$ cat config.mk
export PLATFORM = sky130hd
export DESIGN_NAME = sram_async_ctrl
export DESIGN_NICKNAME = d
export VERILOG_FILES = /design/src/rtl/sram_ctrl_pkg.sv /design/src/rtl/sram_phase_timer.sv /design/src/rtl/sram_dq_path.sv /design/src/rtl/sram_async_ctrl.sv
export SDC_FILE = /design/constraint.sdc
export NUM_CORES = 1
export LEC_CHECK = 0
export BUFFER_PORTS_ARGS = -buffer_cell sky130_fd_sc_hd__buf_2
export CAP_MARGIN = 40
export CORE_ASPECT_RATIO = 0.6
export CORE_MARGIN = 3
export CORE_UTILIZATION = 33
export CTS_BUF_LIST = sky130_fd_sc_hd__clkbuf_8
export DETAILED_ROUTE_END_ITERATION = 7
export PLACE_DENSITY = 0.59
export SYNTH_ARGS = -nofsm -noshare
export SYNTH_HDL_FRONTEND = slang
export SYNTH_HIERARCHICAL = 1
export SYNTH_SLANG_ARGS = --single-unit
$ cat constraint.sdc
create_clock -name clk_i -period 2.3 [get_ports clk_i]
set_clock_uncertainty 0.15 [all_clocks]
set_input_delay 0.115 -clock clk_i [delete_from_list [all_inputs] [get_ports clk_i]]
set_output_delay 0.115 -clock clk_i [all_outputs]
set_load 0.005 [all_outputs]
$ cat src/rtl/sram_ctrl_pkg.sv
package sram_ctrl_pkg;

  typedef enum logic [3:0] {
    ST_IDLE,
    ST_RD_SETUP,
    ST_RD_WAIT,
    ST_RD_CAPTURE,
    ST_RD_TURNOFF,
    ST_WR_SETUP,
    ST_WR_PULSE,
    ST_WR_HOLD,
    ST_WR_RECOVER
  } ctrl_state_e;

  // ceil(ns / period), never below one tick
  function automatic int ticks(input int ns, input int period);
    int t;
    t = (ns + period - 1) / period;
    return (t < 1) ? 1 : t;
  endfunction

  function automatic int imax(input int a, input int b);
    return (a > b) ? a : b;
  endfunction

endpackage

$ cat src/rtl/sram_phase_timer.sv
module sram_phase_timer #(
  parameter int CNT_W = 5
) (
  input  logic             clk_i,
  input  logic             rst_ni,
  input  logic             load_i,
  input  logic [CNT_W-1:0] load_val_i,
  output logic             done_o
);

  logic [CNT_W-1:0] cnt_q;

  always_ff @(posedge clk_i or negedge rst_ni) begin
    if (!rst_ni)          cnt_q <= '0;
    else if (load_i)      cnt_q <= load_val_i;
    else if (cnt_q != '0) cnt_q <= cnt_q - 1'b1;
  end

  assign done_o = (cnt_q == '0);

endmodule

$ cat src/rtl/sram_dq_path.sv
module sram_dq_path #(
  parameter int DW = 8
) (
  input  logic          clk_i,
  input  logic          rst_ni,
  input  logic          drive_d_i,
  input  logic [DW-1:0] wdata_i,
  input  logic          cap_i,
  input  logic [DW-1:0] dq_i,
  output logic [DW-1:0] dq_o,
  output logic          dq_oe_o,
  output logic [DW-1:0] rdata_o,
  output logic          rvalid_o
);

  always_ff @(posedge clk_i or negedge rst_ni) begin
    if (!rst_ni) begin
      dq_o    <= '0;
      dq_oe_o <= 1'b0;
    end else begin
      dq_oe_o <= drive_d_i;
      if (drive_d_i) dq_o <= wdata_i;
    end
  end

  always_ff @(posedge clk_i or negedge rst_ni) begin
    if (!rst_ni) begin
      rdata_o  <= '0;
      rvalid_o <= 1'b0;
    end else begin
      rvalid_o <= cap_i;
      if (cap_i) rdata_o <= dq_i;
    end
  end

  AST_RVALID_PULSE: assert property (@(posedge clk_i) disable iff (!rst_ni)
    rvalid_o |=> !rvalid_o) else $error("rvalid longer than one cycle");

endmodule

$ cat src/rtl/sram_async_ctrl.sv
module sram_async_ctrl
  import sram_ctrl_pkg::*;
#(
  parameter int AW            = 11,
  parameter int DW            = 8,
  parameter int CLK_PERIOD_NS = 5,
  parameter int T_ADDR_SU_NS  = 20,
  parameter int T_WPULSE_NS   = 25,
  parameter int T_DSU_NS      = 20,
  parameter int T_DHOLD_NS    = 5,
  parameter int T_WREC_NS     = 5,
  parameter int T_WCYC_NS     = 70,
  parameter int T_ACC_NS      = 70,
  parameter int T_OEACC_NS    = 40,
  parameter int T_RCYC_NS     = 70,
  parameter int T_OFF_NS      = 30
) (
  input  logic          clk_i,
  input  logic          rst_ni,
  input  logic          req_i,
  input  logic          wr_i,
  input  logic [AW-1:0] addr_i,
  input  logic [DW-1:0] wdata_i,
  output logic          ready_o,
  output logic [DW-1:0] rdata_o,
  output logic          rvalid_o,
  output logic          sram_cs_no,
  output logic          sram_oe_no,
  output logic          sram_we_no,
  output logic [AW-1:0] sram_addr_o,
  output logic [DW-1:0] sram_dq_o,
  input  logic [DW-1:0] sram_dq_i,
  output logic          sram_dq_oe_o
);

  localparam int AS_T  = ticks(T_ADDR_SU_NS, CLK_PERIOD_NS);
  localparam int PUL_T = imax(ticks(T_WPULSE_NS, CLK_PERIOD_NS), ticks(T_DSU_NS, CLK_PERIOD_NS));
  localparam int DH_T  = ticks(T_DHOLD_NS, CLK_PERIOD_NS);
  localparam int WC_T  = ticks(T_WCYC_NS, CLK_PERIOD_NS);
  localparam int REC_T = imax(ticks(T_WREC_NS, CLK_PERIOD_NS), WC_T - AS_T - PUL_T - DH_T);
  localparam int RDW_T = imax(imax(ticks(T_ACC_NS, CLK_PERIOD_NS), ticks(T_OEACC_NS, CLK_PERIOD_NS)),
                              ticks(T_RCYC_NS, CLK_PERIOD_NS) - 1);
  localparam int OFF_T = ticks(T_OFF_NS, CLK_PERIOD_NS);
  localparam int MAX_T = imax(imax(imax(AS_T, PUL_T), imax(DH_T, REC_T)), imax(RDW_T, OFF_T));
  localparam int CNT_W = $clog2(MAX_T + 1);

  ctrl_state_e      state_q, state_d;
  logic             tmr_load, tmr_done;
  logic [CNT_W-1:0] tmr_val;
  logic [DW-1:0]    wdata_q;
  logic             accept;

  assign accept = (state_q == ST_IDLE) && req_i;

  sram_phase_timer #(.CNT_W(CNT_W)) u_timer (
    .clk_i      (clk_i),
    .rst_ni     (rst_ni),
    .load_i     (tmr_load),
    .load_val_i (tmr_val),
    .done_o     (tmr_done)
  );

  always_comb begin
    state_d  = state_q;
    tmr_load = 1'b0;
    tmr_val  = '0;
    unique case (state_q)
      ST_IDLE: if (req_i) begin
        tmr_load = 1'b1;
        if (wr_i) begin
          state_d = ST_WR_SETUP;
          tmr_val = CNT_W'(AS_T - 1);
        end else begin
          state_d = ST_RD_SETUP;
        end
      end
      ST_RD_SETUP: if (tmr_done) begin
        state_d  = ST_RD_WAIT;
        tmr_load = 1'b1;
        tmr_val  = CNT_W'(RDW_T - 1);
      end
      ST_RD_WAIT: if (tmr_done) begin
        state_d  = ST_RD_CAPTURE;
        tmr_load = 1'b1;
      end
      ST_RD_CAPTURE: begin
        state_d  = ST_RD_TURNOFF;
        tmr_load = 1'b1;
        tmr_val  = CNT_W'(OFF_T - 1);
      end
      ST_RD_TURNOFF: if (tmr_done) state_d = ST_IDLE;
      ST_WR_SETUP: if (tmr_done) begin
        state_d  = ST_WR_PULSE;
        tmr_load = 1'b1;
        tmr_val  = CNT_W'(PUL_T - 1);
      end
      ST_WR_PULSE: if (tmr_done) begin
        state_d  = ST_WR_HOLD;
        tmr_load = 1'b1;
        tmr_val  = CNT_W'(DH_T - 1);
      end
      ST_WR_HOLD: if (tmr_done) begin
        state_d  = ST_WR_RECOVER;
        tmr_load = 1'b1;
        tmr_val  = CNT_W'(REC_T - 1);
      end
      ST_WR_RECOVER: if (tmr_done) state_d = ST_IDLE;
      default: state_d = ST_IDLE;
    endcase
  end

  // strobes are registered decodes of the next state: glitch-free at the pins
  always_ff @(posedge clk_i or negedge rst_ni) begin
    if (!rst_ni) begin
      state_q     <= ST_IDLE;
      ready_o     <= 1'b1;
      sram_cs_no  <= 1'b1;
      sram_oe_no  <= 1'b1;
      sram_we_no  <= 1'b1;
      sram_addr_o <= '0;
      wdata_q     <= '0;
    end else begin
      state_q    <= state_d;
      ready_o    <= (state_d == ST_IDLE);
      sram_cs_no <= (state_d == ST_IDLE) || (state_d == ST_RD_TURNOFF) ||
                    (state_d == ST_WR_RECOVER);
      sram_oe_no <= !((state_d == ST_RD_WAIT) || (state_d == ST_RD_CAPTURE));
      sram_we_no <= (state_d != ST_WR_PULSE);
      if (accept) begin
        sram_addr_o <= addr_i;
        wdata_q     <= wdata_i;
      end
    end
  end

  sram_dq_path #(.DW(DW)) u_dq (
    .clk_i     (clk_i),
    .rst_ni    (rst_ni),
    .drive_d_i ((state_d == ST_WR_PULSE) || (state_d == ST_WR_HOLD)),
    .wdata_i   (wdata_q),
    .cap_i     ((state_q == ST_RD_WAIT) && tmr_done),
    .dq_i      (sram_dq_i),
    .dq_o      (sram_dq_o),
    .dq_oe_o   (sram_dq_oe_o),
    .rdata_o   (rdata_o),
    .rvalid_o  (rvalid_o)
  );

  AST_WE_NEEDS_CS: assert property (@(posedge clk_i) disable iff (!rst_ni)
    !sram_we_no |-> !sram_cs_no) else $error("write strobe without select");
  AST_OE_HIGH_IN_WRITE: assert property (@(posedge clk_i) disable iff (!rst_ni)
    !sram_we_no |-> sram_oe_no) else $error("output enable low during write");
  AST_NO_DRIVE_ON_READ: assert property (@(posedge clk_i) disable iff (!rst_ni)
    sram_dq_oe_o |-> sram_oe_no) else $error("bus contention");
  AST_ADDR_HELD: assert property (@(posedge clk_i) disable iff (!rst_ni)
    (!sram_cs_no && !$past(sram_cs_no)) |-> $stable(sram_addr_o)) else $error("address moved");
  AST_DATA_AT_WE_RISE: assert property (@(posedge clk_i) disable iff (!rst_ni)
    $rose(sram_we_no) |-> (sram_dq_oe_o && $stable(sram_dq_o))) else $error("data not held");
  AST_BUSY_NOT_READY: assert property (@(posedge clk_i) disable iff (!rst_ni)
    !sram_cs_no |-> !ready_o) else $error("ready during access");

endmodule

After elaboration in Yosys (flattened, before gate mapping)

Cells that the tools add are included.

Bits of input ports: 31
Flip-flop bits (word level): 49
Word-level logic and storage cells: 62

Mux-type cells: 20
Reductions and logical operators: 14
$add $sub $neg: 1
Eq/ne operators: 15

Operators with widths:

| kind                | number |
|---|---|
| $mux 4              | 10 |
| $pmux 4 s8          | 1 |
| $eq 4x3->1 const B  | 7 |
| $pmux 4 s5          | 1 |
| $eq 4x2->1 const B  | 4 |
| $logic_not 4->1     | 3 |
| $eq 4x4->1 const B  | 2 |
| $mux 2              | 3 |
| $mux 3              | 2 |
| $reduce_or 5->1     | 1 |
| $eq 4x1->1 const B  | 1 |
| $logic_or 1x1->1    | 4 |
| $ne 4x3->1 const B  | 1 |
| $reduce_bool 4->1   | 1 |
| $sub 4x1->4 const B | 1 |
| $pmux 1 s3          | 1 |
| $logic_and 1x1->1   | 2 |
| $mux 1              | 2 |
| $reduce_bool 2->1   | 1 |
| $reduce_or 2->1     | 1 |
| $logic_not 1->1     | 1 |

Depth between registers and ports, before layout

Gate-level depths: netlist of run 1.

Depth in word-level cells: 6
Depth in mapped cells: 10
Gate-level depth less buffers: 9

Cells and area by module

Netlist of run 1, hierarchy kept.

Modules (own cells, without submodules):

| module           | instances | cells an instance | area an instance (um2) |
|---|---|---|---|
| sram_async_ctrl  | 1         | 106               | 1321.3 |
| sram_dq_path     | 1         | 36                | 713.2 |
| sram_phase_timer | 1         | 22                | 234.0 |

Least setup slack after synthesis of run 1

Ideal clock, no wire load.

Path type: reg2reg
Start point: register u_timer.cnt_q[0]
End point: register u_dq.dq_o[0]
Slack: 0.055 ns
Stages on the path, launching flop included: 9
Arrival time: 1.970 ns
Period minus slack after synthesis: 2.245 ns
Cell sequence: dfrtp_1 -> inv_1 -> ha_1 -> nor3b_4 -> buf_2 -> nand3_1 -> a21boi_0 -> buf_6 -> mux2_4

Cells in the longest elaborated chain, start to end: 5
Elaborated cells on any way between the ends: 11
Classes of those cells: 2 x eq/ne; 7 x mux; 2 x reduce/logical

RTL lines:

| element                        | line                                          | text |
|---|---|---|
| start: declaration             | sram_phase_timer.sv:11                        | `logic [CNT_W-1:0] cnt_q;` |
| start signal: assignment       | sram_phase_timer.sv:15                        | `else if (load_i) cnt_q <= load_val_i;` |
| start signal: assignment       | sram_phase_timer.sv:16                        | `else if (cnt_q != '0) cnt_q <= cnt_q - 1'b1;` |
| $logic_not 4->1 *              | sram_phase_timer.sv:19                        | `assign done_o = (cnt_q == '0);` |
| via tmr_done                   | sram_async_ctrl.sv:48                         | `logic tmr_load, tmr_done;` |
| $mux 4 (tied with other cells) | sram_async_ctrl.sv:91, sram_async_ctrl.sv:107 |  |
| $pmux 4 s8 *                   | sram_async_ctrl.sv:67                         | `unique case (state_q)` |
| $eq 4x3->1                     | sram_async_ctrl.sv:139                        | `.drive_d_i ((state_d == ST_WR_PULSE) \|\| (state_d == ST_WR_HOLD)),` |
| $logic_or 1x1->1 *             | sram_async_ctrl.sv:139                        |  |
| end signal: assignment         | sram_dq_path.sv:22                            | `if (drive_d_i) dq_o <= wdata_i;` |
| end: declaration               | sram_dq_path.sv:10                            | `output logic [DW-1:0] dq_o,` |

Mark *: on every way through the listed nets, which the timed path passes. The rest lies on a longest branch.
A chain may end at the register's enable or synchronous reset.

Worst setup path after layout of run 1

Start point: register u_timer.cnt_q[0]
End point: register u_dq.dq_o[5]

The elaborated chain is that of the path after synthesis.

==> results.yml, run 1 <==
finish:
  area_growth_syn_to_layout_pct: 37.1
  fin_nets: 299
  drive_gt1_frac: 0.489
  fin_util: 0.487
  n_antenna_cell: 0
  multi_input_area_um2: 930
  fillCellCount: 540
  final-seq-area_um2: 1230
grt:
  grt_max_degree: 26
  overflow: 0
  antenna_found_initial: 0
  grt_pass1_vias: 1567
  track_usage: 0.128
  grt_pass1_wl_um: 7940
clocking:
  clk_latency_ns: 0.30
  clock-sinks: 49
  cts_buffer_depth: 2
  cts_resized: 0
  cts_buffers: 5
  cts_max_level: 2
  root_buffer: "clkbuf_8"
  cts_tree: "done"
  clkTransAtPathRegs_ns: 0.08
yosys:
  ys_seq_area_frac: 0.543
  syn_area_um2: 2270
  synth_cell_type_count: 35
  synth_top_cell_area_share: 0.496
  syn_nets: 196
  ys_seq_elements: 49
  syn_inst: 164
  synthArstFlopShare: 1.00
  synth_edf_count: 0
  synth_commonest_cells: "45 x dfrtp_1, 35 x mux2_4, 10 x nand2_1, 8 x o21ai_0"
  synth_most_common_cell: "dfrtp_1"
  yosysWarnings: 6
  yosysTopAreaCell: "dfrtp_1"
  netlist_top_cells_area: "dfrtp_1 50%, mux2_4 23%, dfstp_2 4.6%"
  avgSynthCellArea_um2: 13.8
  ys.flop_type: "dfrtp_1"
sta:
  setup_viol: 0
  slew_violations: 0
  fin_crit_sh: 0.953
  timing.fmax_ghz: 0.456
  slew_headroom: 0.640
  tns_ns: 0
  hold_slack_ns: 0.140
  rsz0062_at_grt: "false"
  final.min_clock_period_ns: 2.19
  timing.final.hold_violations: 0
  worst_slack_ns: 0.109
  tightest_slew_ns: 0.539
worst_setup_path:
  crit_type: "flip-flop to flip-flop"
  rrSetupSlack_ns: 0.11
  crit_start: "u_timer/cnt_q[0]"
  critPathCapture: "u_dq/dq_o[5]"
  reg2reg_depth: 8
  cpMostUsedCell: "buf_4"
  cpMaxStageDelayCell: "dfrtp_1"
  max_stage_delay_ns: 0.39
  cp.required_ns: 2.34
  start_kind: "flip-flop"
  r2r-end: "u_dq/dq_o[5]"
  critPathArrivalTime_ns: 2.23
  reg2reg_from: "u_timer/cnt_q[0]"
  cp-end-kind: "flip-flop"
  cp_max_fo: 5
  crit_chain: "inv_1 > ha_1 > nor3b_4 > buf_4 > nand3_1 > a21boi_1 > buf_4 > mux2_4"
hold_path:
  hold_path_class: "primary input to flip-flop"
drt:
  totalWireLength_um: 4880
  avgViaCountPerCell: 4.47
  vias: 1573
  wl_per_cell_um: 13.9
  drc: 0
  first_pass_iters: 4
  drt_iter0_markers: 120
  ant_nets: 0
floorplanning:
  die_w_um: 113
  row_count: 22
  dieArea_um2: 7940
  die_y_um: 70.2
  core-area_um2: 6390
  initial_core_util: 0.355
  num_io_pins: 64
placement:
  portBuffers: 63
  pre_cts_slack_ns: 0.0680
  gp_congestion: 0.853
  post-dp-hpwl_um: 3350
power:
  p_total_uw: 3880
  power_leakage_uw: 0.00157
  vdd_drop_max_uv: 519
  cellPowerDensity_nw_per_um2: 1250
run_status:
  status: "finished clean"
run:
  cap_violations: 0
cell usage in the layout, fill, tap and decap left out, types with 2 or more instances in the layout:
cell type,instances
mux2_4,35
nor2_1,6
nand3_1,2
buf_4,12
dfstp_2,4
clkbuf_8,5
nor2_2,2
inv_1,7
buf_12,2
mux2i_1,2
o21ai_0,8
a221o_1,2
buf_2,63
nor2b_1,4
dfrtp_1,45
nand2_1,10
nand4_1,2
a21oi_1,5
dlygate4sd3_1,29
nor3_1,4
sequential cells by signal, summed over array words and instances, names as in the netlist:
name / count
ready_o: 1
sram_addr_o: 11
sram_cs_no: 1
sram_oe_no: 1
sram_we_no: 1
state_q: 4
u_dq/dq_o: 8
u_dq/dq_oe_o: 1
u_dq/rdata_o: 8
u_dq/rvalid_o: 1
u_timer/cnt_q: 4
wdata_q: 8
worst min-delay path by stage:
stage	start	endpoint	slack, ns	cells past startpoint
floorplan	rst_ni	sram_addr_o[0]	-0.33	0
global placement	rst_ni	u_dq/rdata_o[1]	-0.02	1
detailed placement	rst_ni	u_dq/rdata_o[1]	-0.01	1
CTS	req_i	u_timer/cnt_q[0]	0.12	5
global route	req_i	u_timer/cnt_q[0]	0.15	5
finish	req_i	u_timer/cnt_q[0]	0.14	5
timing repair:
action,CTS,global route
hold endpoints to repair,51,0
setup endpoints to repair,0,2
buffers inserted,0,1
hold buffers,29,0
critical path: cells and delay by family (launching register included):
kind	cells	cell delay (ns)
adders and majority gates	1	0.23
and+or+nand+nor	2	0.37
AOI/OAI and AO/OA	1	0.18
muxes	1	0.30
buffers and inverters	3	0.46
DFF	1	0.39
stage by stage:
step	instance area, um2	cells
floorplan	2270	164
global placement	2730	314
detailed placement	2730	314
CTS	3100	351
global route	3110	352
finish	3110	352
cell type report:
type	count	area share
repair buffers	106	0.237
clock buffers	5	0.0221
well taps	84	0.0338
multi-input cells	99	0.299
flip-flops and latches	49	0.396
clock inverters	3	0.00563
inverters	6	0.00724
cells by family after synthesis:
group | count (synthesis) | synth area share
AO/OA/AOI/OAI | 19 | 0.0491
XOR/XNOR | 1 | 0.00386
adder cells (fa/ha/maj) | 1 | 0.00551
buffers and inverters | 16 | 0.0474
flip-flops | 49 | 0.543
multiplexers | 38 | 0.245
AND/OR/NAND/NOR | 40 | 0.106
where the power goes:
part	internal (uW)	switching, uW
clock	213	289
combinational	1130	741
sequential	1270	242
total	2610	1270
layer usage:
| layer | vias to the layer above | wire length (um) | track usage |
|---|---|---|---|
| met5 | - | 0 | 0 |
| met4 | 0 | 51 | 0.0360 |
| met3 | 6 | 466 | 0.0563 |
| met2 | 68 | 1940 | 0.177 |
| met1 | 730 | 2420 | 0.181 |
| li1 | 769 | - | - |
(Power assumes the default switching activity.)
==> run 2: changes to the inputs <==
Settings changed: CORE_UTILIZATION 33 to 48, PLACE_DENSITY 0.59 to 0.79.
==> results.yml, run 2 (same netlist as run 1, synthesis figures left out) <==
finish:
  layout_common_cells: "63 x buf_2, 45 x dfrtp_1, 35 x mux2_4"
  drive_gt1_frac: 0.494
  area_growth_syn_to_layout_pct: 35.2
  fin_nets: 300
  largest_reg_flops: 11
  stdcell_area_um2: 3070
  regMostFlops: "sram_addr_o"
  fin_util: 0.709
  fillCellCount: 323
  n_antenna_cell: 0
  final_common_cell: "buf_2"
floorplanning:
  die_y_um: 59.3
  initial_core_util: 0.525
  dieArea_um2: 5610
  num_io_pins: 64
  core-area_um2: 4320
  row_count: 18
  die_w_um: 94.8
sta:
  hold_slack_ns: 0.154
  setup_viol: 0
  tightest_slew_ns: 0.704
  final.min_clock_period_ns: 2.19
  timing.final.hold_violations: 0
  fin_crit_sh: 0.954
  slew_violations: 0
  timing.fmax_ghz: 0.456
  slew_headroom: 0.530
drt:
  drc: 0
  wl_per_cell_um: 14.7
  vias: 1629
  dr_wl_met3_um: 465
  totalWireLength_um: 4830
  top_layer: "met4"
  wl_met1_um: 2220
  avgViaCountPerCell: 4.95
  wl_met2_um: 2120
  ant_nets: 0
  first_pass_iters: 4
  drt_iter0_markers: 93
clocking:
  clk_latency_ns: 0.30
  cts_buffer_depth: 2
  cts_buffers: 5
  root_buffer: "clkbuf_8"
  cts_max_level: 2
  clkTransAtPathRegs_ns: 0.08
  cts_tree: "done"
  clock-sinks: 49
worst_setup_path:
  path_depth: 10
  crit_chain: "inv_1 > ha_2 > nor3b_4 > buf_4 > buf_4 > nand2_1 > nand2_1 > a21boi_1 > buf_4 > mux2_4"
  start_kind: "flip-flop"
  r2r-end: "u_dq/dq_o[4]"
  crit_type: "flip-flop to flip-flop"
  reg2reg_from: "u_timer/cnt_q[1]"
  critPathArrivalTime_ns: 2.23
  cp.required_ns: 2.34
  critPathCapture: "u_dq/dq_o[4]"
  crit_start: "u_timer/cnt_q[1]"
  rrSetupSlack_ns: 0.11
  path_buf_inv: 4
  max_stage_delay_ns: 0.41
  crit_family: "buffers and inverters"
  cp-end-kind: "flip-flop"
  reg2reg_depth: 10
  cpMaxStageDelayCell: "dfrtp_1"
  cpMostUsedCell: "buf_4"
  cp_max_fo: 9
grt:
  overflow: 0
  grt_pass1_wl_um: 7790
  track_usage: 0.181
  grt_pass1_vias: 1679
  grt_max_degree: 30
  antenna_found_initial: 0
power:
  vdd_drop_max_uv: 723
  power_leakage_uw: 0.00156
  cellPowerDensity_nw_per_um2: 1270
placement:
  place_area_um2: 2660
  post-dp-hpwl_um: 3270
  portBuffers: 63
  gp_congestion: 0.912
run_status:
  status: "finished clean"
hold_path:
  hold_path_class: "primary input to flip-flop"
  hold_depth: 5
run:
  cap_violations: 0
[run 2: worst min path at each step]
stage,start,end,slack [ns]
3_5_place_dp,rst_ni,u_timer/cnt_q[3],0.03
3_3_place_gp,rst_ni,state_q[0],0.02
2_1_floorplan,rst_ni,sram_addr_o[0],-0.33
5_1_grt,req_i,u_timer/cnt_q[0],0.17
4_1_cts,req_i,u_timer/cnt_q[0],0.14
6_report,req_i,u_timer/cnt_q[0],0.15
[run 2: cell type report]
type                    instances  area (um2)  share of cell area
clock buffers                   5        68.8              0.0224
clock inverters                 3        18.8             0.00612
inverters                       6        22.5             0.00734
multi-input cells              99         932               0.304
flip-flops and latches         49        1230               0.401
well taps                      60        75.1              0.0245
repair buffers                107         718               0.234
[run 2: timing repair]
item / in CTS / in global routing
hold endpoints to repair: 54 / 0
setup endpoints to repair: 0 / 2
buffers inserted: 0 / 3
gates resized for setup: 0 / 2
hold buffers: 29 / 0
[run 2: power by group]
group / internal [uW] / switching (uW) / leakage [uW] / total, uW
logic: 1140 / 763 / 0.000922 / 1910
registers: 1270 / 233 / 0.000597 / 1510
clock network: 210 / 277 / 0.0000416 / 487
[run 2: worst min-delay path: cells and delay by family]
kind / cells / cell delay [ns]
buffers and inverters: 1 / 0.14
AOI/OAI and AO/OA: 2 / 0.14
and+or+nand+nor: 2 / 0.17
[run 2: layer usage]
metal,up-vias,global-route usage
met3,4,0.0647
li1,767,-
met5,-,0
met1,780,0.255
met4,0,0.0390
met2,78,0.271
[run 2: per-stage QoR]
| stage | setup WS (ns) | cells | power [uW] | TNS [ns] |
|---|---|---|---|---|
| 5_1_grt | -0.00773 | 329 | 4180 | -0.00773 |
| 3_3_place_gp | 0.226 | 289 | 3280 | 0 |
| 6_report | 0.105 | 329 | 3900 | 0 |
| 4_1_cts | 0.134 | 326 | 3860 | 0 |
| 3_5_place_dp | 0.155 | 289 | 3320 | 0 |
| 2_1_floorplan | 0.0546 | 164 | 2770 | 0 |
